## config.mk

```make
export PLATFORM = sky130hd
export DESIGN_NAME = pacc_dual
export DESIGN_NICKNAME = d
export VERILOG_FILES = /design/src/rtl/pacc_pkg.sv /design/src/rtl/pacc_rst_sync.sv /design/src/rtl/pacc_byte_ctr.sv /design/src/rtl/pacc_ctl_regs.sv /design/src/rtl/pacc_dual.sv
export SDC_FILE = /design/constraint.sdc
export NUM_CORES = 1
export LEC_CHECK = 0
export CORE_MARGIN = 2
export CORE_UTILIZATION = 51
export DETAILED_ROUTE_END_ITERATION = 10
export GPL_TIMING_DRIVEN = 0
export PLACE_DENSITY = 0.86
export SKIP_CTS_REPAIR_TIMING = 1
export SLEW_MARGIN = 20
export SYNTH_ARGS = -nofsm -noshare
export SYNTH_HDL_FRONTEND = slang
export SYNTH_SLANG_ARGS = --single-unit
```

## constraint.sdc

```tcl
create_clock -name clk -period 2.6 [get_ports clk]
set_input_delay 0.52 -clock clk [delete_from_list [all_inputs] [get_ports clk]]
set_output_delay 0.52 -clock clk [all_outputs]
set_load 0.03 [all_outputs]
```

## src/rtl/pacc_pkg.sv

```systemverilog
package pacc_pkg;
  typedef enum logic [1:0] {
    SEL_CTRL = 2'd0,
    SEL_FLAG = 2'd1,
    SEL_CNTL = 2'd2,
    SEL_CNTH = 2'd3
  } pacc_sel_e;

  localparam int unsigned CTRL_CASC_BIT = 0;
  localparam int unsigned CTRL_IEN_BIT  = 1;
  localparam int unsigned FLAG_OVF_BIT  = 0;
  localparam int unsigned CTRL_BITS     = 2;
endpackage

```

## src/rtl/pacc_rst_sync.sv

```systemverilog
module pacc_rst_sync #(
  parameter int unsigned STAGES = 2
) (
  input  logic clk,
  input  logic rst_n,
  output logic rst_sync_n
);
  logic [STAGES-1:0] chain_q;
  logic [STAGES-1:0] chain_d;

  always_comb begin
    chain_d = {chain_q[STAGES-2:0], 1'b1};
  end

  always_ff @(posedge clk or negedge rst_n) begin
    if (!rst_n) chain_q <= '0;
    else        chain_q <= chain_d;
  end

  assign rst_sync_n = chain_q[STAGES-1];
endmodule

```

## src/rtl/pacc_byte_ctr.sv

```systemverilog
module pacc_byte_ctr #(
  parameter int unsigned W = 8
) (
  input  logic         clk,
  input  logic         rst_n,
  input  logic         inc,
  input  logic         ld,
  input  logic [W-1:0] ld_val,
  output logic [W-1:0] cnt,
  output logic         wrap
);
  logic [W-1:0] cnt_d;
  logic         cnt_en;

  always_comb begin
    cnt_d  = cnt;
    cnt_en = ld | inc;
    if (ld)       cnt_d = ld_val;
    else if (inc) cnt_d = cnt + 1'b1;
  end

  always_ff @(posedge clk or negedge rst_n) begin
    if (!rst_n)      cnt <= '0;
    else if (cnt_en) cnt <= cnt_d;
  end

  assign wrap = inc & ~ld & (&cnt);

  p_write_wins_r5: assert property (@(posedge clk) disable iff (!rst_n)
    ld |=> cnt == $past(ld_val));
  p_count_step_r2: assert property (@(posedge clk) disable iff (!rst_n)
    (inc && !ld) |=> cnt == W'($past(cnt) + 1'b1));
  p_hold_r3: assert property (@(posedge clk) disable iff (!rst_n)
    (!inc && !ld) |=> $stable(cnt));
endmodule

```

## src/rtl/pacc_ctl_regs.sv

```systemverilog
module pacc_ctl_regs
  import pacc_pkg::*;
(
  input  logic                 clk,
  input  logic                 rst_n,
  input  logic                 ctrl_we,
  input  logic [CTRL_BITS-1:0] ctrl_wd,
  input  logic                 flag_we,
  input  logic                 flag_wd,
  input  logic                 ovf_set,
  output logic                 casc_en,
  output logic                 irq_en,
  output logic                 ovf_flag
);
  logic [CTRL_BITS-1:0] ctrl_q;
  logic                 flag_d;
  logic                 flag_clr;

  always_comb begin
    flag_clr = flag_we & flag_wd;
    flag_d   = ovf_flag;
    if (ovf_set)       flag_d = 1'b1;
    else if (flag_clr) flag_d = 1'b0;
  end

  always_ff @(posedge clk or negedge rst_n) begin
    if (!rst_n)       ctrl_q <= '0;
    else if (ctrl_we) ctrl_q <= ctrl_wd;
  end

  always_ff @(posedge clk or negedge rst_n) begin
    if (!rst_n) ovf_flag <= 1'b0;
    else        ovf_flag <= flag_d;
  end

  assign casc_en = ctrl_q[CTRL_CASC_BIT];
  assign irq_en  = ctrl_q[CTRL_IEN_BIT];

  p_flag_set_r4: assert property (@(posedge clk) disable iff (!rst_n)
    ovf_set |=> ovf_flag);
  p_flag_clear_r7: assert property (@(posedge clk) disable iff (!rst_n)
    (flag_we && flag_wd && !ovf_set) |=> !ovf_flag);
  p_flag_hold_r7: assert property (@(posedge clk) disable iff (!rst_n)
    (!ovf_set && !(flag_we && flag_wd)) |=> $stable(ovf_flag));
endmodule

```

## src/rtl/pacc_dual.sv

```systemverilog
module pacc_dual
  import pacc_pkg::*;
#(
  parameter int unsigned CNT_W       = 8,
  parameter int unsigned SYNC_STAGES = 2
) (
  input  logic                 clk,
  input  logic                 rst_n,
  input  logic                 evt_lo,
  input  logic                 evt_hi,
  input  logic                 bus_wr,
  input  logic [1:0]           bus_sel,
  input  logic                 bus_word,
  input  logic [2*CNT_W-1:0]   bus_wdata,
  output logic [2*CNT_W-1:0]   bus_rdata,
  output logic                 irq
);
  localparam int unsigned WORD_W = 2 * CNT_W;

  logic             rst_int_n;
  logic             word_hit;
  logic             ld_lo, ld_hi;
  logic [CNT_W-1:0] ld_lo_val, ld_hi_val;
  logic [CNT_W-1:0] cnt_lo, cnt_hi;
  logic             wrap_lo, wrap_hi;
  logic             inc_hi;
  logic             casc_en, irq_en, ovf_flag, ovf_set;
  logic             ctrl_we, flag_we;

  pacc_rst_sync #(.STAGES(SYNC_STAGES)) u_rst (
    .clk        (clk),
    .rst_n      (rst_n),
    .rst_sync_n (rst_int_n)
  );

  always_comb begin
    word_hit  = bus_word & (bus_sel == SEL_CNTL);
    ld_lo     = bus_wr & (bus_sel == SEL_CNTL);
    ld_hi     = bus_wr & ((bus_sel == SEL_CNTH) | word_hit);
    ld_lo_val = bus_wdata[CNT_W-1:0];
    ld_hi_val = word_hit ? bus_wdata[WORD_W-1:CNT_W] : bus_wdata[CNT_W-1:0];
    ctrl_we   = bus_wr & (bus_sel == SEL_CTRL);
    flag_we   = bus_wr & (bus_sel == SEL_FLAG);
    inc_hi    = casc_en ? wrap_lo : evt_hi;
    ovf_set   = casc_en & wrap_hi;
  end

  pacc_byte_ctr #(.W(CNT_W)) u_lo (
    .clk    (clk),
    .rst_n  (rst_int_n),
    .inc    (evt_lo),
    .ld     (ld_lo),
    .ld_val (ld_lo_val),
    .cnt    (cnt_lo),
    .wrap   (wrap_lo)
  );

  pacc_byte_ctr #(.W(CNT_W)) u_hi (
    .clk    (clk),
    .rst_n  (rst_int_n),
    .inc    (inc_hi),
    .ld     (ld_hi),
    .ld_val (ld_hi_val),
    .cnt    (cnt_hi),
    .wrap   (wrap_hi)
  );

  pacc_ctl_regs u_regs (
    .clk      (clk),
    .rst_n    (rst_int_n),
    .ctrl_we  (ctrl_we),
    .ctrl_wd  (bus_wdata[CTRL_BITS-1:0]),
    .flag_we  (flag_we),
    .flag_wd  (bus_wdata[FLAG_OVF_BIT]),
    .ovf_set  (ovf_set),
    .casc_en  (casc_en),
    .irq_en   (irq_en),
    .ovf_flag (ovf_flag)
  );

  always_comb begin
    bus_rdata = '0;
    unique case (bus_sel)
      SEL_CTRL: begin
        bus_rdata[CTRL_CASC_BIT] = casc_en;
        bus_rdata[CTRL_IEN_BIT]  = irq_en;
      end
      SEL_FLAG: bus_rdata[FLAG_OVF_BIT] = ovf_flag;
      SEL_CNTL: begin
        bus_rdata[CNT_W-1:0] = cnt_lo;
        if (bus_word) bus_rdata[WORD_W-1:CNT_W] = cnt_hi;
      end
      SEL_CNTH: bus_rdata[CNT_W-1:0] = cnt_hi;
      default:  bus_rdata = '0;
    endcase
  end

  assign irq = ovf_flag & irq_en;

  p_cascade_carry_r3: assert property (@(posedge clk) disable iff (!rst_int_n)
    (casc_en && evt_lo && (&cnt_lo) && !bus_wr) |=> cnt_hi == CNT_W'($past(cnt_hi) + 1'b1));
  p_cascade_hi_ignored_r3: assert property (@(posedge clk) disable iff (!rst_int_n)
    (casc_en && !(evt_lo && (&cnt_lo)) && !ld_hi) |=> $stable(cnt_hi));
  p_no_overflow_r2: assert property (@(posedge clk) disable iff (!rst_int_n)
    (!casc_en && !flag_we) |=> $stable(ovf_flag) || !ovf_flag);
  p_irq_follows_r8: assert property (@(posedge clk) disable iff (!rst_int_n)
    (ovf_set && irq_en && !ctrl_we) |=> irq);
  p_word_read_r6: assert property (@(posedge clk) disable iff (!rst_int_n)
    (bus_sel == SEL_CNTL && bus_word) |-> bus_rdata == {cnt_hi, cnt_lo});
endmodule

```

Word level (Yosys, flattened, before mapping):

Cells that the tools add are included.

* add/sub/neg operators: 2
* equality and inequality tests: 3
* muxes and demuxes: 13
* bitwise gates (word level): 17
* reductions and logical operators: 8

Operator list (number)
* 8-bit 2-to-1 mux: 7
* 8-bit by 1-bit adder with 8-bit output (second input constant): 2
* 8-bit AND reduction: 2
* 1-bit AND: 12
* 6-bit one-hot mux with 2 select lines: 1
* 2-bit nonzero test: 3
* 2-bit == test (second input constant): 2
* 1-bit one-hot mux with 4 select lines: 1
* 2-bit AND reduction: 2
* 1-bit 2-to-1 mux: 3
* 1-bit bitwise OR: 3
* 1-bit one-hot mux with 3 select lines: 1
* 2-bit by 1-bit == test with 1-bit output (second input constant): 1
* 2-bit logical NOT: 1
* 1-bit NOT: 2

* register bits: 21
* bits of input ports: 24
* output and inout port bits: 17
* logic and storage cells: 48

Longest topological paths before layout:

* depth in word-level cells: 10
* gate-level depth with buffers: 5
* gate-level depth less buffers: 5

Hierarchy:

A second synthesis with hierarchy kept.

* cells, all modules: 156
* area total of the unflattened synthesis: 1492.7 um2

By module, submodules not included
* pacc_byte_ctr: instances 2, cells each 51, area each 465.4 um2, seq. area each 200.2 um2
* pacc_dual: instances 1, cells each 44, area each 399.1 um2, seq. area each 0.0 um2
* pacc_ctl_regs: instances 1, cells each 7, area each 108.9 um2, seq. area each 75.1 um2
* pacc_rst_sync: instances 1, cells each 3, area each 53.8 um2, seq. area each 50.0 um2

Worst setup path before layout:

OpenSTA, ideal clock, no wires.

* path type: input to output
* start point: input port bus_sel[0]
* end point: output port bus_rdata[0]
* data arrival time: 1575 ps
* data required time: 2080 ps
* slack: 505 ps
* stages on the path: 2
* buffers on the path: 1
* cells stage by stage: buf_1 -> mux4_2

* word-level cells in the longest chain between the ends: 2
* elaborated cells on any way between the ends: 5
* those cells by class: 3 x eq/ne; 1 x mux; 1 x reduce/logical

Ends and longest elaborated chain
* start, declared: RTL line pacc_dual.sv:12 `input logic [1:0] bus_sel,`
* 2-bit == test (tied with other cells): RTL line pacc_dual.sv:83 `unique case (bus_sel)`
* 1-bit one-hot mux with 4 select lines *: RTL line pacc_dual.sv:83
* end, declared: RTL line pacc_dual.sv:15 `output logic [2*CNT_W-1:0] bus_rdata,`

Mark *: on every way between the ends. The rest lies on a longest branch, timed or not.

Worst setup path after layout:

* start point: input port bus_sel[1]
* end point: output port bus_rdata[11]

* word-level cells in the longest chain between the ends: 2

Ends and longest elaborated chain (RTL line)
* 2-bit == test: pacc_dual.sv:83
* 8-bit 2-to-1 mux: pacc_dual.sv:83

Every way passes these cells.

==> qor_table.md <==
| Quantity | Reported | Unit |
|---|---|---|
| Outcome | finished, final reports clean | - |
| Most used flip-flop cell after synthesis | sky130_fd_sc_hd__dfrtp_1 | - |
| Routed via count | 1,388 | - |
| Clock net sink count | 21 | - |
| Count of buffers inserted at the top-level ports | 40 | - |
| Global-route wire length before repair | 6.21 | mm |
| Final number of max-transition violations | 0 | - |
| Final WS setup | 0.184 | ns |
| Worst Path Class, Setup | in2out | - |
| Async SR Flop Fraction | 100 | % |
| Fill cell instance count of the final layout | 207 | - |
| Detail Placement HPWL | 2.84 | mm |
| Portion of the post-synthesis area used by sequential elements | 37.6 | % |
| Worst slew margin relative to its limit | 45.0 | % |
| Final worst path period need | 2.42 | ns |
| Final worst path period share | 92.9 | % |
| Flop and latch count out of synthesis | 21 | - |
| First-pass detailed-route iteration total | 4 | - |
| Final antenna diode count | 0 | - |
| Final hold slack | 0.336 | ns |
| Number of enable flip-flop cells after synthesis | 0 | - |
| Share of post-route cells with drive strength above 1 | 9.60 | % |
| Worst skew pair latency | 0.32 | ns |
| IO Pins | 41 | - |
| Die Span Y | 56.4 | um |
| Number of antenna violations at the first check in global routing | 0 | - |
| DRC violations left | 0 | - |
| LEAKAGE | 0.000861 | uW |
| Final setup viols | 0 | - |
| Most common cell after layout, fill and taps aside | sky130_fd_sc_hd__clkdlybuf4s50_1 | - |
| Peak Freq | 0.414 | GHz |
| Area of the die | 3180 | um2 |
| Signed area change from the synthesized netlist to the final layout | 32.7 | % |
| Number of H-tree levels | 1 | - |
| Pre-CTS setup slack | -0.727 | ns |
| Remaining number of nets flagged by the antenna check after routing | 0 | - |
| HP Class | reg2async | - |
| DRT iter0 DRCs | 34 | - |
| Mapped Nets | 180 | - |
| Register-to-Register Setup Slack | 0.58 | ns |
| Number of buffers created by CTS | 3 | - |
| Final Non-Filler Cells | 228 | - |
| Nature of the critical path endpoint | output port | - |
| Clock tree from TritonCTS | built | - |
| Maximum buffer depth of the clock tree | 2 | - |
| Maximum number of pins on one net before global-route repair | 20 | - |
| Vias in the first global route | 1,434 | - |
| P per Cell Area | 732 | nW/um2 |
| Placed cell count | 224 | - |
| Startpoint type of the worst setup path | input port | - |
| Most frequent cells in the layout | sky130_fd_sc_hd__clkdlybuf4s50_1 (23), sky130_fd_sc_hd__dfrtp_1 (21), sky130_fd_sc_hd__nor2_1 (13), sky130_fd_sc_hd__nor2b_1 (12) | - |
| Depth of the most critical reg-to-reg path | 5 | - |
| Net count reported at finish | 225 | - |
| Capture point of the worst reg-to-reg path | u_hi.cnt[3] | - |
| Post-synth top area cell | sky130_fd_sc_hd__dfrtp_1 | - |
| Sum of negative setup slack | 0 | ns |
| Number of warning messages in the yosys log | 0 | - |
| Post-synthesis instance area | 1400 | um2 |
| Data arrival time at the worst-slack endpoint | 1.90 | ns |
| Max-cap viol count | 0 | - |
| Routed wirelength normalized by instance count | 16.4 | um |
| Clock-pin slew on the worst setup and hold paths | 0.12 | ns |
| Placeable core area | 2540 | um2 |
| Mapped Avg Cell Area | 9.08 | um2 |
| Sequential cell area in the final layout | 526 | um2 |
| Vias per cell | 6.09 | - |
| Total routing usage reported by global routing | 25.0 | % |
| Initial Utilization | 54.9 | % |
| Standard-cell row count | 18 | - |
| Die X-Extent | 56.4 | um |
| Worst Max-Slew Pin Slew | 0.822 | ns |
| Footprint of the multi-input gates | 842 | um2 |
| Total congestion overflow after global routing | 0 | - |
| RSZ-0062 raised after global routing | false | - |
| Final hold violation count | 0 | - |
| Top cells by area, synth | sky130_fd_sc_hd__dfrtp_1 (38%), sky130_fd_sc_hd__mux2i_1 (6.4%), sky130_fd_sc_hd__nor2b_1 (5.4%) | - |
| Root Buffer Master | sky130_fd_sc_hd__clkbuf_4 | - |
| Setup skew after layout | 0.00355 | ns |
| Reg2reg start | u_lo.cnt[0] | - |
| Final Routed Wirelength | 3.74 | mm |
| Post-Syn Instances | 154 | - |
| Worst voltage drop across the vdd grid | 581 | uV |
| Share of Yosys cell area claimed by the top area cell type | 37.6 | % |
| GP Congestion | 0.900 | - |
| Count of distinct cell types in the synthesized netlist | 34 | - |
| Max FO, Critical Path | 10 | - |
| WP data required | 2.08 | ns |
-- critical path, cell delays in order --
cell and delay, ns:
sky130_fd_sc_hd__clkdlybuf4s50_1 0.52, sky130_fd_sc_hd__and3b_1 0.25, sky130_fd_sc_hd__clkbuf_2 0.24, sky130_fd_sc_hd__and2_1 0.16
sky130_fd_sc_hd__clkbuf_2 0.20
-- flip-flops by register name, indices dropped and copies added (netlist names) --
| register | flops |
|---|---|
| u_hi.cnt | 8 |
| u_lo.cnt | 8 |
| u_regs.ctrl_q | 2 |
| u_rst.chain_q | 2 |
| u_regs.ovf_flag | 1 |
-- Yosys cell counts (2+ instances only) --
library cell	count
sky130_fd_sc_hd__ha_1	2
sky130_fd_sc_hd__mux2_2	3
sky130_fd_sc_hd__dfrtp_1	21
sky130_fd_sc_hd__a211oi_1	6
sky130_fd_sc_hd__buf_1	3
sky130_fd_sc_hd__or3_1	4
sky130_fd_sc_hd__o211ai_1	3
sky130_fd_sc_hd__mux2i_1	9
sky130_fd_sc_hd__clkbuf_1	4
sky130_fd_sc_hd__nor2b_1	12
sky130_fd_sc_hd__a31oi_1	5
sky130_fd_sc_hd__nand4b_1	2
sky130_fd_sc_hd__nand2b_1	2
sky130_fd_sc_hd__and3b_1	2
sky130_fd_sc_hd__nand2_1	9
sky130_fd_sc_hd__and3_1	2
sky130_fd_sc_hd__o21ai_0	6
sky130_fd_sc_hd__nand4_1	4
sky130_fd_sc_hd__a21oi_1	9
sky130_fd_sc_hd__xor2_1	2
sky130_fd_sc_hd__nor2_1	13
sky130_fd_sc_hd__nand3_1	4
sky130_fd_sc_hd__and2_1	10
sky130_fd_sc_hd__a21o_1	2
sky130_fd_sc_hd__xnor2_1	6
-- how the worst max path moves through the flow --
stage | startpoint | to | slack [ns] | cells after the start
floorplan | bus_sel[0] | bus_rdata[0] | 0.51 | 2
detailed placement | bus_sel[0] | bus_rdata[0] | -0.73 | 4
CTS | bus_sel[0] | bus_rdata[0] | -0.73 | 4
global placement | bus_sel[0] | bus_rdata[0] | -0.68 | 4
global route | bus_sel[1] | bus_rdata[11] | 0.10 | 5
finish | bus_sel[1] | bus_rdata[11] | 0.18 | 5
-- cells by family after synthesis --
| kind of cell | after synthesis | share of synthesized area [%] |
|---|---|---|
| buffers and inverters | 8 | 2.15 |
| flip-flops | 21 | 37.6 |
| other | 1 | 0.268 |
| XOR/XNOR | 8 | 5.01 |
| AO/OA/AOI/OAI | 34 | 16.1 |
| adder cells (fa/ha/maj) | 2 | 1.79 |
| multiplexers | 13 | 10.5 |
| AND/OR/NAND/NOR | 67 | 26.6 |
-- final cells by class --
cell class | count | share of cell area (%)
multi-input cells | 125 | 45.4
flip-flops and latches | 21 | 28.3
repair buffers | 40 | 20.6
well taps | 30 | 2.02
plain buffers | 7 | 1.96
clock buffers | 4 | 1.42
inverters | 1 | 0.202
-- metal layers --
metal	global-route usage, %	up-vias	share of wire [%]
met5	0	-	0
met4	12.9	0	2.3
met3	3.92	9	7.2
met2	41.7	60	50
met1	31.0	671	41
li1	-	648	-
-- stage by stage --
stage / power [uW] / util [%] / instance area, um2
after global routing: 1440 / 72.9 / 1850
after CTS: 1360 / 73.2 / 1860
after detailed placement: 1200 / 72.1 / 1840
after global placement: 1170 / 72.1 / 1840
after floorplan: 973 / - / 1400
final: 1360 / 72.9 / 1850
-- where the power goes --
group | switching, uW | leakage (uW) | total, uW | internal [uW]
Combinational | 321 | 0.000604 | 611 | 290
Clock | 109 | 0.0000150 | 169 | 60.1
Sequential | 142 | 0.000243 | 577 | 435
(Power assumes the default switching activity.)
